## src/rtl/acc_seq_pkg.sv

```systemverilog
`timescale 1ns/1ps
package acc_seq_pkg;
   localparam int unsigned STB_COUNT = 4;

   typedef enum logic [1:0] {
      STB_CS  = 2'd0,
      STB_ADV = 2'd1,
      STB_OE  = 2'd2,
      STB_WE  = 2'd3
   } stb_idx_e;

   // which accesses may drive a given strobe
   typedef enum logic [1:0] {
      QUAL_BOTH  = 2'd0,
      QUAL_READ  = 2'd1,
      QUAL_WRITE = 2'd2
   } stb_qual_e;

   function automatic stb_qual_e qual_of(input int unsigned idx);
      if (idx == STB_OE) return QUAL_READ;
      if (idx == STB_WE) return QUAL_WRITE;
      return QUAL_BOTH;
   endfunction
endpackage

```

## src/rtl/acc_seq_scale.sv

```systemverilog
`timescale 1ns/1ps
// Converts a raw timing field to cycles, doubling it under coarse granularity.
module acc_seq_scale #(
   parameter int unsigned TW = 5
) (
   input  logic [TW-1:0] raw,
   input  logic          dbl,
   output logic [TW:0]   eff
);
   always_comb begin
      if (dbl) eff = {raw, 1'b0};
      else     eff = {1'b0, raw};
   end
endmodule

```

## src/rtl/acc_seq_timer.sv

```systemverilog
`timescale 1ns/1ps
// Access cycle counter: accepts a start when idle, counts up to the cycle
// time of the latched direction, and emits capture and done pulses.
module acc_seq_timer #(
   parameter int unsigned CW = 6
) (
   input  logic          clk,
   input  logic          rst_n,
   input  logic          start,
   input  logic          is_write,
   input  logic          gran,
   input  logic [CW-1:0] rd_acc_eff,
   input  logic [CW-1:0] wr_acc_eff,
   input  logic [CW-1:0] rd_cyc_eff,
   input  logic [CW-1:0] wr_cyc_eff,
   output logic          busy,
   output logic [CW-1:0] cnt,
   output logic          wr_dir,
   output logic          gran_dir,
   output logic          capture,
   output logic          done
);
   logic          busy_q, wr_q, gran_q, cap_q, done_q;
   logic [CW-1:0] cnt_q;
   logic [CW-1:0] acc_sel, cyc_sel;
   logic          at_end;

   assign acc_sel = wr_q ? wr_acc_eff : rd_acc_eff;
   assign cyc_sel = wr_q ? wr_cyc_eff : rd_cyc_eff;
   assign at_end  = busy_q && (cnt_q == cyc_sel);

   always_ff @(posedge clk or negedge rst_n) begin
      if (!rst_n) begin
         busy_q <= 1'b0;
         cnt_q  <= '0;
         wr_q   <= 1'b0;
         gran_q <= 1'b0;
      end else if (!busy_q) begin
         if (start) begin
            busy_q <= 1'b1;
            cnt_q  <= '0;
            wr_q   <= is_write;
            gran_q <= gran;
         end
      end else if (at_end) begin
         busy_q <= 1'b0;
      end else begin
         cnt_q <= cnt_q + 1'b1;
      end
   end

   always_ff @(posedge clk or negedge rst_n) begin
      if (!rst_n) begin
         cap_q  <= 1'b0;
         done_q <= 1'b0;
      end else begin
         cap_q  <= busy_q && (cnt_q == acc_sel);
         done_q <= at_end;
      end
   end

   assign busy     = busy_q;
   assign cnt      = cnt_q;
   assign wr_dir   = wr_q;
   assign gran_dir = gran_q;
   assign capture  = cap_q;
   assign done     = done_q;
endmodule

```

## src/rtl/acc_seq_strobe.sv

```systemverilog
`timescale 1ns/1ps
// One control strobe: window compare, rising-edge register, and an optional
// falling-edge copy selected per strobe to shift both edges by half a period.
module acc_seq_strobe #(
   parameter int unsigned CW           = 6,
   parameter bit          HALF_SUPPORT = 1'b1
) (
   input  logic          clk,
   input  logic          rst_n,
   input  logic          busy,
   input  logic          allow,
   input  logic [CW-1:0] cnt,
   input  logic [CW-1:0] on_eff,
   input  logic [CW-1:0] off_eff,
   input  logic          half_en,
   output logic          strobe_n
);
   logic in_window;
   logic pos_n_q;

   assign in_window = busy && allow && (cnt >= on_eff) && (cnt < off_eff);

   always_ff @(posedge clk or negedge rst_n) begin
      if (!rst_n) pos_n_q <= 1'b1;
      else        pos_n_q <= ~in_window;
   end

   generate
      if (HALF_SUPPORT) begin : g_half
         logic neg_n_q;
         always_ff @(negedge clk or negedge rst_n) begin
            if (!rst_n) neg_n_q <= 1'b1;
            else        neg_n_q <= pos_n_q;
         end
         assign strobe_n = half_en ? neg_n_q : pos_n_q;
      end else begin : g_full
         assign strobe_n = pos_n_q;
      end
   endgenerate
endmodule

```

## src/rtl/acc_strobe_seq.sv

```systemverilog
`timescale 1ns/1ps
module acc_strobe_seq
   import acc_seq_pkg::*;
#(
   parameter int unsigned TW           = 5,
   parameter bit          HALF_SUPPORT = 1'b1
) (
   input  logic                           clk,
   input  logic                           rst_n,
   input  logic                           start,
   input  logic                           is_write,
   input  logic                           gran,
   input  logic [STB_COUNT-1:0][TW-1:0]   stb_on,
   input  logic [STB_COUNT-1:0][TW-1:0]   stb_off,
   input  logic [STB_COUNT-1:0]           stb_half,
   input  logic [TW-1:0]                  rd_access,
   input  logic [TW-1:0]                  wr_access,
   input  logic [TW-1:0]                  rd_cycle,
   input  logic [TW-1:0]                  wr_cycle,
   output logic                           cs_n,
   output logic                           adv_n,
   output logic                           oe_n,
   output logic                           we_n,
   output logic                           capture,
   output logic                           done
);
   localparam int unsigned CW = TW + 1;

   generate
      if (TW < 2 || TW > 10) begin : g_bad_tw
         $error("acc_strobe_seq: TW must lie between 2 and 10");
      end
   endgenerate

   logic          busy_w, wr_w, gran_w;
   logic [CW-1:0] cnt_w;
   logic [CW-1:0] rd_acc_eff, wr_acc_eff, rd_cyc_eff, wr_cyc_eff;
   logic [STB_COUNT-1:0][CW-1:0] on_eff, off_eff;
   logic [STB_COUNT-1:0]         strobe_n;

   // granularity of the access/cycle fields follows the latched bit while busy
   acc_seq_scale #(.TW(TW)) i_sc_rda (.raw(rd_access), .dbl(gran_w), .eff(rd_acc_eff));
   acc_seq_scale #(.TW(TW)) i_sc_wra (.raw(wr_access), .dbl(gran_w), .eff(wr_acc_eff));
   acc_seq_scale #(.TW(TW)) i_sc_rdc (.raw(rd_cycle),  .dbl(gran_w), .eff(rd_cyc_eff));
   acc_seq_scale #(.TW(TW)) i_sc_wrc (.raw(wr_cycle),  .dbl(gran_w), .eff(wr_cyc_eff));

   acc_seq_timer #(.CW(CW)) i_timer (
      .clk        (clk),
      .rst_n      (rst_n),
      .start      (start),
      .is_write   (is_write),
      .gran       (gran),
      .rd_acc_eff (rd_acc_eff),
      .wr_acc_eff (wr_acc_eff),
      .rd_cyc_eff (rd_cyc_eff),
      .wr_cyc_eff (wr_cyc_eff),
      .busy       (busy_w),
      .cnt        (cnt_w),
      .wr_dir     (wr_w),
      .gran_dir   (gran_w),
      .capture    (capture),
      .done       (done)
   );

   generate
      for (genvar gi = 0; gi < STB_COUNT; gi++) begin : g_stb
         logic allow;
         if (qual_of(gi) == QUAL_READ) begin : g_rd
            assign allow = ~wr_w;
         end else if (qual_of(gi) == QUAL_WRITE) begin : g_wr
            assign allow = wr_w;
         end else begin : g_any
            assign allow = 1'b1;
         end

         acc_seq_scale #(.TW(TW)) i_sc_on  (.raw(stb_on[gi]),  .dbl(gran_w), .eff(on_eff[gi]));
         acc_seq_scale #(.TW(TW)) i_sc_off (.raw(stb_off[gi]), .dbl(gran_w), .eff(off_eff[gi]));

         acc_seq_strobe #(.CW(CW), .HALF_SUPPORT(HALF_SUPPORT)) i_strobe (
            .clk      (clk),
            .rst_n    (rst_n),
            .busy     (busy_w),
            .allow    (allow),
            .cnt      (cnt_w),
            .on_eff   (on_eff[gi]),
            .off_eff  (off_eff[gi]),
            .half_en  (stb_half[gi]),
            .strobe_n (strobe_n[gi])
         );
      end
   endgenerate

   assign cs_n  = strobe_n[STB_CS];
   assign adv_n = strobe_n[STB_ADV];
   assign oe_n  = strobe_n[STB_OE];
   assign we_n  = strobe_n[STB_WE];
endmodule

```

## config.mk

```make
export PLATFORM = sky130hd
export DESIGN_NAME = acc_strobe_seq
export DESIGN_NICKNAME = d
export VERILOG_FILES = /design/src/rtl/acc_seq_pkg.sv /design/src/rtl/acc_seq_scale.sv /design/src/rtl/acc_seq_timer.sv /design/src/rtl/acc_seq_strobe.sv /design/src/rtl/acc_strobe_seq.sv
export SDC_FILE = /design/constraint.sdc
export NUM_CORES = 1
export LEC_CHECK = 0
export CORE_MARGIN = 10
export CORE_UTILIZATION = 48
export DETAILED_ROUTE_END_ITERATION = 7
export PLACE_DENSITY_LB_ADDON = 0.25
export SETUP_SLACK_MARGIN = 0.5
export SLEW_MARGIN = 30
export SYNTH_ARGS = -nofsm -noshare
export SYNTH_HDL_FRONTEND = slang
export SYNTH_SLANG_ARGS = --single-unit
```

## constraint.sdc

```tcl
create_clock -name clk -period 3.4 [get_ports clk]
set_input_delay 0.51 -clock clk [delete_from_list [all_inputs] [get_ports clk]]
set_output_delay 0.51 -clock clk [all_outputs]
set_load 0.05 [all_outputs]
```

==> flow_summary_export.csv <==
group,metric,value,unit
floorplan,std_cell_rows,25,
yosys,synth-xor-area-share,4.67,%
yosys,synth-compound-area-share,14.1,%
yosys,synth-async-reset-ratio,100,%
min_path,worst_hold_path_cell_count,1,
setup_path,timing.reg2reg.worst_path_depth,7,
clock_network,worst_setup_hold_path_clk_slew,0.07,ns
timing,timing.final.max_slew_violations,0,
clock_network,postCtsSetupBuffers,0,
clock_network,tritoncts.num_buffers,3,
setup_path,startpoint,"g_stb[0].i_strobe.g_half.neg_n_q",
timing,unrepaired_setup_endpoints_after_global_routing,"yes",
timing,setup_total_negative_slack,0,ns
placement,numPortBuffers,74,
min_path,holdCritStartpoint,"i_timer.cnt[0]",
finish,finalNetCount,443,
clock_network,clk_latency,0.32,ns
global_route,grt_first_pass_wirelength,10.3,mm
power,post-layout-total-power,2.53,mW
yosys,yosys-top-cells-count,"45 x sky130_fd_sc_hd__ha_1, 45 x sky130_fd_sc_hd__mux2i_1, 18 x sky130_fd_sc_hd__nand2_1",
setup_path,flop_to_flop_setup_slack,0.93,ns
outcome,outcome,"completed",
floorplan,initial_core_util,50.6,%
power,vdd_ir_drop_max,0.338,mV
placement,detailedPlacementHpwl,5.18,mm
global_route,grt_util_all_layers,14.4,%
setup_path,worst-endpoint-arrival,2.82,ns
yosys,post-synth-top-area-cell,"sky130_fd_sc_hd__ha_1",
yosys,postSynthNetCount,370,
yosys,synth_top_flop_cell,"sky130_fd_sc_hd__dfrtp_1",
yosys,dominant_combinational_cell_family_by_area_after_synthesis,"multiplexers",
global_route,grt_antenna_before_repair,0,
min_path,hold-path-endpoint,"i_timer.cnt[0]",
setup_path,critPathKind,"reg -> out",
yosys,synth-simple-area-share,11.2,%
finish,num-fill-cells,416,
clock_network,library_cell_used_as_clock_root_buffer,"sky130_fd_sc_hd__clkbuf_8",
route,ant_nets,0,
route,detail_route.vias_per_cell,5.52,
route,drt_first_iter_violations,53,
timing,slew_headroom,52.6,%
setup_path,timing.critical_path.from_type,"register",
route,remaining_drc_errors,0,
clock_network,tritoncts,"built",
yosys,synth.yosys.warnings,0,
yosys,netlist-cell-type-count,37,
flow_run,drv.max_cap_violation_count,0,
placement,detailedPlace.worstSlack,0.403,ns
global_route,grt_max_degree,35,
route,route.detailed.wl_per_inst,16.1,um
timing,setup_viol,0,
setup_path,data_required_critical_path,2.89,ns
yosys,ys_ff_latch,19,
setup_path,worstReg2RegEnd,"i_timer.cnt[2]",
timing,worstMarginPinSlew,0.712,ns
setup_path,critical_path.max_fanout,1,
clock_network,max-clock-path-buffers,2,
finish,n_antenna_cell,0,
yosys,post_synth_main_area_contributors,"sky130_fd_sc_hd__ha_1 23%, sky130_fd_sc_hd__mux2i_1 18%, sky130_fd_sc_hd__dfrtp_1 11%",
yosys,post_synthesis_mean_instance_area,9.53,um^2
yosys,netlist_area,2440,um^2
setup_path,endpoint_kind,"output port",
floorplan,i_o_pins,75,
yosys,number_of_instances_in_the_synthesized_netlist,256,
finish,fraction_of_layout_cells_with_a_size_suffix_above_1,9.15,%
finish,area_growth,38.2,%
yosys,synth_fa_ha_area_share,23.1,%
timing,min_setup_slack_post_route,0.0731,ns
floorplan,core_area,4820,um^2
placement,gp_routability_congestion,0.761,
power,powerDensity,750,nW/um^2
power,power_leakage,1.53,nW
global_route,grt_pass1_vias,2185,
clock_network,clock-sinks,19,
clock_network,htreeDepth,1,
route,route.final.wire_length,6.38,mm
yosys,synth_seq_area_share,19.9,%
setup_path,timing.rr.start,"i_timer.wr_dir",
timing,finalHoldViolCount,0,
floorplan,dieHeight,91.3,um
route,detailroute.via_count,2180,
yosys,synth_top_cell_area_share,23.1,%
min_path,worst_min_path_class,"reg -> reg",
yosys,synth_enable_flop_cells,0,
yosys,synthMuxAreaShare,23.5,%
clock_network,cts_hold_buffers,0,
timing,timing.clock.skew,0.0698,ns
global_route,grt_overflow_total,0,
route,drt-pass1-iter-count,4,
floorplan,fp.dieW,91.3,um
floorplan,design.die.area,8330,um^2
-- cell families (layout without fill, tap and decap cells) --
group | count (synthesis) | after routing
AOI/OAI and AO/OA | 52 | 52
xor gates and xnor gates | 13 | 13
adders and majority gates | 45 | 45
buffers and inverters | 19 | 91
DFF | 19 | 19
muxes | 54 | 54
and+or+nand+nor | 54 | 54
-- sequential cells by signal, summed over array words and instances, names as in the netlist --
signal	flops
i_timer.done	1
g_stb.i_strobe.g_half.neg_n_q	4
i_timer.busy	1
i_timer.cnt	6
i_timer.capture	1
i_timer.wr_dir	1
g_stb.i_strobe.pos_n_q	4
i_timer.gran_dir	1
-- metrics by stage --
step	area [um^2]	hold WS (ns)	utilization, %	instances
after floorplan	2450	0.214	-	256
after global placement	3290	0.692	68.4	388
after detailed placement	3290	0.691	68.4	388
after CTS	3370	0.724	70.0	395
after global routing	3370	0.791	70.0	395
final	3370	0.727	70.0	395
-- critical path: stages (launching register included) --
cell	delay, ns
sky130_fd_sc_hd__dfstp_2	0.51
sky130_fd_sc_hd__mux2_4	0.15
sky130_fd_sc_hd__buf_12	0.13
-- cell usage in the layout, fill, tap and decap left out, types with 4 or more instances in the layout --
| cell | synthesis | layout |
|---|---|---|
| sky130_fd_sc_hd__nor2b_1 | 6 | 6 |
| sky130_fd_sc_hd__a21boi_0 | 4 | 4 |
| sky130_fd_sc_hd__a21o_1 | 8 | 8 |
| sky130_fd_sc_hd__mux2i_1 | 45 | 45 |
| sky130_fd_sc_hd__nand2_1 | 18 | 18 |
| sky130_fd_sc_hd__dfstp_2 | 8 | 8 |
| sky130_fd_sc_hd__a21oi_1 | 12 | 12 |
| sky130_fd_sc_hd__ha_1 | 45 | 45 |
| sky130_fd_sc_hd__inv_1 | 7 | 10 |
| sky130_fd_sc_hd__mux2_4 | 0 | 4 |
| sky130_fd_sc_hd__buf_12 | 0 | 5 |
| sky130_fd_sc_hd__nor2_1 | 12 | 12 |
| sky130_fd_sc_hd__dfrtp_1 | 11 | 10 |
| sky130_fd_sc_hd__nand2b_1 | 7 | 7 |
| sky130_fd_sc_hd__xnor2_1 | 10 | 10 |
| sky130_fd_sc_hd__clkdlybuf4s50_1 | 0 | 70 |
| sky130_fd_sc_hd__o21ai_0 | 14 | 14 |
-- report_power, final --
group          leakage [nW]  internal (mW)  switching [mW]
logic                  1.26          0.916           0.753
registers             0.215          0.339           0.300
clock network        0.0552          0.133          0.0865
-- routing by layer --
layer  vias to the layer above  wire (um)  part of all wire (%)  global-route usage (%)
met5                         -          0                     0                       0
met3                         4        233                   3.7                    1.98
met4                         0         77                   1.2                    3.39
met2                        55       3220                    50                    26.4
met1                      1030       2850                    45                    17.1
li1                       1091          -                     -                       -
-- what timing repair did --
| action | in CTS | in global routing |
|---|---|---|
| endpoints found under the setup margin | 4 | 4 |
| resized for setup | 0 | 0 |
| endpoints found under the hold margin | 0 | 0 |
| cloned | 0 | 0 |
-- area by class of cell --
class	count	area (um^2)	share of cell area [%]
multi-input cells	218	1880	55.8
inverters	6	22.5	0.668
clock inverters	4	15.0	0.445
clock buffers	4	66.3	1.97
repair buffers	77	816	24.2
flip-flops and latches	19	487	14.4
well taps	67	83.8	2.49
-- worst max-delay path by stage --
stage / endpoint / slack (ns) / cells after the start
after floorplan: adv_n / 0.47 / 1
after global placement: oe_n / 0.42 / 2
after detailed placement: adv_n / 0.40 / 2
after CTS: cs_n / 0.06 / 2
after global routing: cs_n / 0.05 / 2
final: cs_n / 0.07 / 2
Note: power is estimated with default switching activity, not from simulation.
